[src/rtl/vfc_pkg.sv]
// Shared types and flag positions for the flag controller.
// Assumes a 64-bit microinstruction whose top five bits are control flags.
package vfc_pkg;

    // Run state of the engine
    typedef enum logic [1:0] {
        ST_IDLE = 2'd0,
        ST_RUN  = 2'd1,
        ST_STOP = 2'd2
    } run_state_e;

    // Register class carried by a write request
    typedef enum logic [1:0] {
        RK_VEC = 2'd0,
        RK_INT = 2'd1,
        RK_SPC = 2'd2
    } reg_kind_e;

    // Decoded control flags of one word
    typedef struct packed {
        logic imm;   // load lower half as immediate
        logic fin;   // end after delay slot
        logic xfer;  // commit pending transfer (unit 0 only)
        logic dbg;   // debug halt request
        logic trap;  // trap halt request
    } uflags_t;

    // Offsets of the flags below the top bit of the word
    localparam int OFS_IMM  = 0;
    localparam int OFS_FIN  = 1;
    localparam int OFS_XFER = 2;
    localparam int OFS_DBG  = 3;
    localparam int OFS_TRAP = 4;

endpackage

[src/rtl/vfc_flag_decode.sv]
// Splits a microinstruction into its halves and decodes the flag bits.
// Assumes flags sit in the top five bits; the transfer flag exists only
// on unit 0 and reads as zero on any other unit.
module vfc_flag_decode
    import vfc_pkg::*;
#(
    parameter int IW      = 64,
    parameter int UNIT_ID = 0,
    localparam int HW     = IW / 2
) (
    input  logic [IW-1:0] word_i,
    output uflags_t       flags_o,
    output logic [HW-1:0] upper_o,
    output logic [HW-1:0] lower_o
);

    localparam int TOP = IW - 1;

    logic xfer_bit;

    // Route the two halves to their pipes
    always_comb begin
        upper_o = word_i[IW-1:HW];
        lower_o = word_i[HW-1:0];
    end

    // Transfer flag honoured only on unit 0
    generate
        if (UNIT_ID == 0) begin : g_xfer_on
            assign xfer_bit = word_i[TOP-OFS_XFER];
        end else begin : g_xfer_off
            assign xfer_bit = 1'b0;
        end
    endgenerate

    // Assemble flag struct
    always_comb begin
        flags_o.imm  = word_i[TOP-OFS_IMM];
        flags_o.fin  = word_i[TOP-OFS_FIN];
        flags_o.xfer = xfer_bit;
        flags_o.dbg  = word_i[TOP-OFS_DBG];
        flags_o.trap = word_i[TOP-OFS_TRAP];
    end

endmodule

[src/rtl/vfc_write_arb.sv]
// Arbitrates register writes between the upper and lower halves.
// Assumes requests are valid in the cycle the word executes; the upper
// half beats the lower half on a shared floating vector destination.
module vfc_write_arb
    import vfc_pkg::*;
#(
    parameter int IDX_W = 5
) (
    input  logic             fire_i,
    input  logic             lower_exec_i,
    input  logic             up_en_i,
    input  logic [1:0]       up_kind_i,
    input  logic [IDX_W-1:0] up_dst_i,
    input  logic             lo_en_i,
    input  logic [1:0]       lo_kind_i,
    input  logic [IDX_W-1:0] lo_dst_i,
    output logic             up_we_o,
    output logic             lo_we_o
);

    logic both_vec;
    logic same_dst;
    logic clash;

    // Detect a same-register clash in the floating vector file
    always_comb begin
        both_vec = (up_kind_i == RK_VEC) && (lo_kind_i == RK_VEC);
        same_dst = (up_dst_i == lo_dst_i);
        clash    = up_en_i && both_vec && same_dst;
    end

    // Grant enables; lower loses on a clash
    always_comb begin
        up_we_o = fire_i && up_en_i;
        lo_we_o = fire_i && lower_exec_i && lo_en_i && !clash;
    end

endmodule

[src/rtl/vfc_seq.sv]
// Sequencer: run state, program counter, delay slot, immediate register,
// halt interrupt, slot-flag report and the pending coprocessor transfer.
// Assumes flags are already decoded and that a delay slot is one word.
module vfc_seq
    import vfc_pkg::*;
#(
    parameter int PCR_W  = 16,
    parameter int HW     = 32,
    parameter int CIDX_W = 5
) (
    input  logic              clk,
    input  logic              rst_n,
    input  logic              start_i,
    input  logic [PCR_W-1:0]  start_pc_i,
    input  logic              stall_i,
    input  logic              dbg_en_i,
    input  logic              trap_en_i,
    input  uflags_t           flags_i,
    input  logic [HW-1:0]     lower_i,
    input  logic              xfer_req_i,
    input  logic [CIDX_W-1:0] xfer_idx_i,
    input  logic [HW-1:0]     xfer_data_i,
    output logic [PCR_W-1:0]  pc_o,
    output logic              busy_o,
    output logic              exec_o,
    output logic              fire_o,
    output logic              delay_pend_o,
    output logic [HW-1:0]     imm_o,
    output logic              irq_o,
    output logic              ebit_slot_o,
    output logic              xfer_pend_o,
    output logic              creg_we_o,
    output logic [CIDX_W-1:0] creg_idx_o,
    output logic [HW-1:0]     creg_data_o
);

    run_state_e          state_q;
    logic [PCR_W-1:0]    pc_q;
    logic                dly_q;
    logic [HW-1:0]       imm_q;
    logic                irq_q;
    logic                eslot_q;
    logic                xpend_q;
    logic [CIDX_W-1:0]   xidx_q;
    logic [HW-1:0]       xdata_q;

    logic exec;
    logic fire;
    logic halt;
    logic commit;

    // Execution qualifiers for the current cycle
    always_comb begin
        exec   = (state_q == ST_RUN) || dly_q;
        fire   = exec && !stall_i;
        halt   = (flags_i.dbg && dbg_en_i) || (flags_i.trap && trap_en_i);
        commit = fire && !flags_i.imm && flags_i.xfer && xpend_q;
    end

    // State, program counter, delay slot, immediate and report pulses
    always_ff @(posedge clk) begin
        if (!rst_n) begin
            state_q <= ST_IDLE;
            pc_q    <= '0;
            dly_q   <= 1'b0;
            imm_q   <= '0;
            irq_q   <= 1'b0;
            eslot_q <= 1'b0;
        end else begin
            irq_q   <= 1'b0;
            eslot_q <= 1'b0;
            if (start_i && !exec) begin
                state_q <= ST_RUN;
                pc_q    <= start_pc_i;
            end else if (fire) begin
                pc_q <= pc_q + 1'b1;
                if (flags_i.imm) begin
                    imm_q <= lower_i;
                    dly_q <= 1'b0;
                end else if (halt) begin
                    state_q <= ST_STOP;
                    dly_q   <= 1'b0;
                    irq_q   <= 1'b1;
                end else if (flags_i.fin) begin
                    state_q <= ST_IDLE;
                    dly_q   <= 1'b1;
                    eslot_q <= dly_q;
                end else begin
                    dly_q <= 1'b0;
                end
            end
        end
    end

    // Pending transfer: capture when empty, clear on commit
    always_ff @(posedge clk) begin
        if (!rst_n) begin
            xpend_q <= 1'b0;
            xidx_q  <= '0;
            xdata_q <= '0;
        end else if (commit) begin
            xpend_q <= 1'b0;
        end else if (xfer_req_i && !xpend_q) begin
            xpend_q <= 1'b1;
            xidx_q  <= xfer_idx_i;
            xdata_q <= xfer_data_i;
        end
    end

    // Drive outputs
    always_comb begin
        pc_o         = pc_q;
        busy_o       = (state_q == ST_RUN);
        exec_o       = exec;
        fire_o       = fire;
        delay_pend_o = dly_q;
        imm_o        = imm_q;
        irq_o        = irq_q;
        ebit_slot_o  = eslot_q;
        xfer_pend_o  = xpend_q;
        creg_we_o    = commit;
        creg_idx_o   = xidx_q;
        creg_data_o  = xdata_q;
    end

endmodule

[src/rtl/vliw_flag_ctrl.sv]
// Top of the dual-issue flag controller. Fetches at the masked program
// counter, decodes flags, sequences the engine and arbitrates writes.
// Assumes micro-memory returns the word for imem_addr_o in the same cycle.
module vliw_flag_ctrl
    import vfc_pkg::*;
#(
    parameter int UNIT_ID = 0,
    parameter int IW      = 64,
    parameter int PCR_W   = 16,
    parameter int ADDR_W  = 12,
    parameter int IDX_W   = 5,
    parameter int CIDX_W  = 5,
    localparam int HW     = IW / 2
) (
    input  logic              clk,
    input  logic              rst_n,
    input  logic              start_i,
    input  logic [PCR_W-1:0]  start_pc_i,
    output logic              busy_o,
    output logic [ADDR_W-1:0] imem_addr_o,
    input  logic [IW-1:0]     imem_data_i,
    input  logic              stall_i,
    input  logic              dbg_en_i,
    input  logic              trap_en_i,
    output logic [HW-1:0]     upper_inst_o,
    output logic [HW-1:0]     lower_inst_o,
    output logic              upper_issue_o,
    output logic              lower_issue_o,
    output logic [HW-1:0]     imm_o,
    input  logic              up_wr_en_i,
    input  logic [1:0]        up_wr_kind_i,
    input  logic [IDX_W-1:0]  up_wr_dst_i,
    input  logic              lo_wr_en_i,
    input  logic [1:0]        lo_wr_kind_i,
    input  logic [IDX_W-1:0]  lo_wr_dst_i,
    output logic              up_we_o,
    output logic              lo_we_o,
    input  logic              xfer_req_i,
    input  logic [CIDX_W-1:0] xfer_idx_i,
    input  logic [HW-1:0]     xfer_data_i,
    output logic              xfer_pending_o,
    output logic              creg_we_o,
    output logic [CIDX_W-1:0] creg_idx_o,
    output logic [HW-1:0]     creg_data_o,
    output logic              irq_o,
    output logic              ebit_in_slot_o
);

    uflags_t          flags;
    logic [HW-1:0]    upper_half;
    logic [HW-1:0]    lower_half;
    logic [PCR_W-1:0] pc;
    logic             exec;
    logic             fire;
    logic             delay_pend;

    // Fetch address is the masked program counter
    always_comb imem_addr_o = pc[ADDR_W-1:0];

    vfc_flag_decode #(.IW(IW), .UNIT_ID(UNIT_ID)) u_dec (
        .word_i  (imem_data_i),
        .flags_o (flags),
        .upper_o (upper_half),
        .lower_o (lower_half)
    );

    vfc_seq #(.PCR_W(PCR_W), .HW(HW), .CIDX_W(CIDX_W)) u_seq (
        .clk          (clk),
        .rst_n        (rst_n),
        .start_i      (start_i),
        .start_pc_i   (start_pc_i),
        .stall_i      (stall_i),
        .dbg_en_i     (dbg_en_i),
        .trap_en_i    (trap_en_i),
        .flags_i      (flags),
        .lower_i      (lower_half),
        .xfer_req_i   (xfer_req_i),
        .xfer_idx_i   (xfer_idx_i),
        .xfer_data_i  (xfer_data_i),
        .pc_o         (pc),
        .busy_o       (busy_o),
        .exec_o       (exec),
        .fire_o       (fire),
        .delay_pend_o (delay_pend),
        .imm_o        (imm_o),
        .irq_o        (irq_o),
        .ebit_slot_o  (ebit_in_slot_o),
        .xfer_pend_o  (xfer_pending_o),
        .creg_we_o    (creg_we_o),
        .creg_idx_o   (creg_idx_o),
        .creg_data_o  (creg_data_o)
    );

    vfc_write_arb #(.IDX_W(IDX_W)) u_arb (
        .fire_i       (fire),
        .lower_exec_i (!flags.imm),
        .up_en_i      (up_wr_en_i),
        .up_kind_i    (up_wr_kind_i),
        .up_dst_i     (up_wr_dst_i),
        .lo_en_i      (lo_wr_en_i),
        .lo_kind_i    (lo_wr_kind_i),
        .lo_dst_i     (lo_wr_dst_i),
        .up_we_o      (up_we_o),
        .lo_we_o      (lo_we_o)
    );

    // Instruction routing and issue strobes
    always_comb begin
        upper_inst_o  = upper_half;
        lower_inst_o  = lower_half;
        upper_issue_o = fire;
        lower_issue_o = fire && !flags.imm;
    end

endmodule

[config.mk]
export PLATFORM = sky130hd
export DESIGN_NAME = vliw_flag_ctrl
export DESIGN_NICKNAME = d
export VERILOG_FILES = /design/src/rtl/vfc_pkg.sv /design/src/rtl/vfc_flag_decode.sv /design/src/rtl/vfc_write_arb.sv /design/src/rtl/vfc_seq.sv /design/src/rtl/vliw_flag_ctrl.sv
export SDC_FILE = /design/constraint.sdc
export NUM_CORES = 1
export LEC_CHECK = 0
export ABC_AREA = 1
export BUFFER_PORTS_ARGS = -buffer_cell sky130_fd_sc_hd__buf_2
export CORE_ASPECT_RATIO = 2
export CORE_MARGIN = 8
export CORE_UTILIZATION = 28
export DETAILED_ROUTE_END_ITERATION = 6
export SKIP_LAST_GASP = 1
export SYNTH_ARGS = -nofsm -noshare
export SYNTH_HDL_FRONTEND = slang
export SYNTH_SLANG_ARGS = --single-unit
[constraint.sdc]
create_clock -name clk -period 1.4 [get_ports clk]
set_input_delay 0.28 -clock clk [delete_from_list [all_inputs] [get_ports clk]]
set_output_delay 0.28 -clock clk [all_outputs]
set_load 0.005 [all_outputs]
==> impl_metrics.py <==
metrics = {
    "final_layout": {
        "stdcell_count": 955,
        "diodes": 0,
        "drive_gt1_frac": 0.414,
        "area_growth_pct": 41.5,
        "nets": 901,
    },
    "place": {
        "gp_congestion": 0.812,
        "pre_cts_ws_ns": 0.0163,
        "port_buffers": 235,
        "hpwl_um": 10700,
        "dp_cells": 927,
    },
    "min_path": {
        "holdCritPathClass": "input port to flop",
        "hold_path_end": "u_seq.creg_data_o[23]$_SDFFE_PN0P_",
        "holdPathStages": 3,
        "min_from": "xfer_data_i[23]",
    },
    "timing": {
        "setup_ws_ns": -0.222,
        "rsz0062_at_grt": "true",
        "max_slew_margin": 0.570,
        "drv_slew": 0,
        "worst_slew_pin_slew_ns": 0.645,
        "post-route-min-period_ns": 1.62,
        "max_freq_ghz": 0.616,
        "finClkSkew_ns": 0.00983,
        "setup_viol": 44,
        "period_share": 1.16,
        "final_hold_viol_count": 0,
    },
    "global_routing": {
        "grtUsageTotal": 0.144,
        "grt_pass1_vias": 4265,
        "grt_pass1_wl_um": 21500,
        "antenna_found_initial": 0,
        "grt_start_max_net_pins": 43,
        "grt-ovfl-total": 0,
    },
    "drt": {
        "drtIter0Drc": 172,
        "routed_wl_um": 14700,
        "wl_per_cell_um": 15.4,
        "num_vias": 4289,
        "ant_nets": 0,
        "drtPass1Iterations": 4,
        "drc": 0,
        "viasPerCell": 4.49,
    },
    "power_and_ir_drop": {
        "vdd_ir_drop_max_mv": 0.531,
        "p_leak_nw": 2.85,
        "pwr_density_cell_nw_per_um2": 1100,
    },
    "worst_setup_path": {
        "regToRegSetupSlack_ns": -0.15,
        "critPathKind": "flop to output port",
        "critPathRequiredTime_ns": 1.12,
        "start_kind": "flop",
        "crit_fanout": 2,
        "r2r_cells": 10,
        "crit_buf_inv": 4,
        "critPathTopFamily": "buffers and inverters",
        "worstPathArrival_ns": 1.34,
        "crit_path_max_incr_delay_ns": 0.32,
        "reg2reg_to": "u_seq.imm_o[12]$_SDFFE_PN0P_",
        "crit_chain": "inv_2, nand2_4, buf_4, a21oi_4, buf_12, buf_2",
        "cp_slowest_cell": "dfxtp_2",
        "timing.rr.start": "u_seq.state_q[1]$_SDFFE_PP0P_",
        "end_kind": "output port",
    },
    "yosys": {
        "ys_types": 26,
        "ys.flop_type": "dfxtp_1",
        "yosys-top-cells-count": "nor2_1 (101), nand2_1 (95), dfxtp_1 (87)",
        "synth_area_leader_cell": "dfxtp_1",
        "yosysTopAreaCellShare": 0.429,
        "synth_warnings": 0,
        "synth_area_um2": 4060,
        "async_reset_ff_frac": 0,
        "synth.most_common_cell": "nor2_1",
        "synth-seq-cells": 87,
        "synth_cells": 569,
        "synth_edf_count": 0,
        "ys_seq_area_frac": 0.429,
        "synthTopCellsByArea": "dfxtp_1 (43%), buf_4 (12%), nor2_1 (9.3%)",
        "syn_avg_cell_area_um2": 7.14,
        "synth_nets": 710,
    },
    "die": {
        "io_pins": 294,
        "core-area_um2": 14300,
        "initial_core_util": 0.285,
        "die-area_um2": 18900,
        "dieWidth_um": 101,
        "rows": 62,
        "die_y_um": 186,
    },
    "clock_tree": {
        "cts_tree": "yes",
        "clk_pin_slew_worst_paths_ns": 0.06,
        "cts_buffers": 9,
        "clock_latency_ns": 0.34,
        "cts_buffer_depth": 2,
        "htreeDepth": 3,
        "numClockSinks": 87,
        "cts_root_buf": "clkbuf_16",
    },
    "outcome": {
        "status": "complete, but fails checks",
        "violations": "negative setup slack",
    },
    "flow_run": {
        "cap_violations": 0,
    },
}
==> flip-flops by register name (all words and copies together) (netlist names) <==
name                flops
u_seq.pc_o             12
u_seq.creg_data_o      32
u_seq.delay_pend_o      1
u_seq.ebit_slot_o       1
u_seq.xfer_pend_o       1
u_seq.state_q           2
u_seq.creg_idx_o        5
u_seq.imm_o            32
u_seq.irq_o             1
==> area by class of cell <==
class / count / area (µm²)
multi-input combinational: 354 / 1680
fill: 1585 / 8520
tap: 192 / 240
inverter: 37 / 141
clock buffer: 10 / 229
timing repair buffer: 271 / 1650
clock inverter: 4 / 72.6
sequential: 87 / 1740
==> layout by cell type (no fill, tap or decap), types with 3 or more instances in the layout <==
master,Yosys,routed
o21ai_0,44,44
a21oi_1,40,39
buf_4,65,19
nor2_1,101,98
nand3_2,1,4
nand2_4,0,4
nand2_2,2,7
nand3_1,54,51
nand2_1,95,85
inv_2,3,6
clkbuf_16,0,12
a31oi_1,3,3
buf_6,0,4
buf_2,9,234
buf_12,0,7
inv_1,34,30
dfxtp_1,87,85
buf_8,0,3
==> layer usage <==
metal | vias to the layer above | routed length (µm) | track usage
li1 | 2139 | - | -
met1 | 1938 | 5090 | 0.132
met2 | 189 | 7740 | 0.265
met3 | 23 | 1440 | 0.0652
met4 | 0 | 413 | 0.0514
met5 | - | 0 | 0
==> worst reg2reg max path: stages (launching register included) <==
cell and delay [ns]:
dfxtp_2 0.32, inv_2 0.06, nand2_4 0.05, buf_4 0.14
a21oi_4 0.20, buf_6 0.13, buf_12 0.13, buf_12 0.11
clkbuf_16 0.14, nand3_1 0.06, a21oi_1 0.14
==> worst max-delay path by stage <==
stage                                   from                    endpoint  cells after the start  slack, ns
2_1_floorplan  u_seq.state_q[1]$_SDFFE_PP0P_                     lo_we_o                      7       0.18
4_1_cts        u_seq.state_q[1]$_SDFFE_PP0P_                     lo_we_o                      8      -0.28
5_1_grt        u_seq.state_q[1]$_SDFFE_PP0P_                     lo_we_o                      8      -0.29
3_5_place_dp      u_seq.pc_o[0]$_SDFFE_PN0P_  u_seq.pc_o[4]$_SDFFE_PN0P_                      9       0.02
3_3_place_gp                 lo_wr_kind_i[1]                     lo_we_o                      6       0.05
6_report       u_seq.state_q[1]$_SDFFE_PP0P_               upper_issue_o                      6      -0.22
==> cells by family after synthesis <==
group,synth area share
AO/OA/AOI/OAI,0.123
XOR/XNOR,0.00431
adder cells (fa/ha/maj),0.00308
buffers and inverters,0.181
flip-flops,0.429
AND/OR/NAND/NOR,0.260
==> stage by stage <==
| stage | total power, mW | cell area (µm²) | hold WS (ns) | util | TNS [ns] |
|---|---|---|---|---|---|
| after CTS | 6.31 | 5490 | 0.149 | 0.384 | -5.53 |
| after floorplan | 3.29 | 4060 | 0.405 | - | 0 |
| final | 6.30 | 5750 | 0.164 | 0.403 | -4.96 |
| after global routing | 6.63 | 5750 | 0.149 | 0.403 | -8.98 |
| after global placement | 3.70 | 5090 | 0.443 | 0.356 | 0 |
| after detailed placement | 3.70 | 5090 | 0.446 | 0.356 | 0 |
==> what timing repair did <==
| item | CTS | global route |
|---|---|---|
| endpoints found under the hold margin | 0 | 0 |
| setup buffers | 6 | 4 |
| cloned | 1 | 5 |
| endpoints found under the setup margin | 5 | 51 |
| gates resized for setup | 10 | 36 |
| pin swaps | 8 | 9 |
| hold buffers | 0 | 0 |
==> power breakdown <==
group | switching [mW] | internal, mW | total [mW] | leakage (nW)
sequential | 0.0886 | 2.62 | 2.71 | 0.714
combinational | 0.553 | 0.515 | 1.07 | 1.99
clock | 0.976 | 1.54 | 2.52 | 0.144
total | 1.62 | 4.68 | 6.30 | 2.85
(Power assumes the default switching activity.)
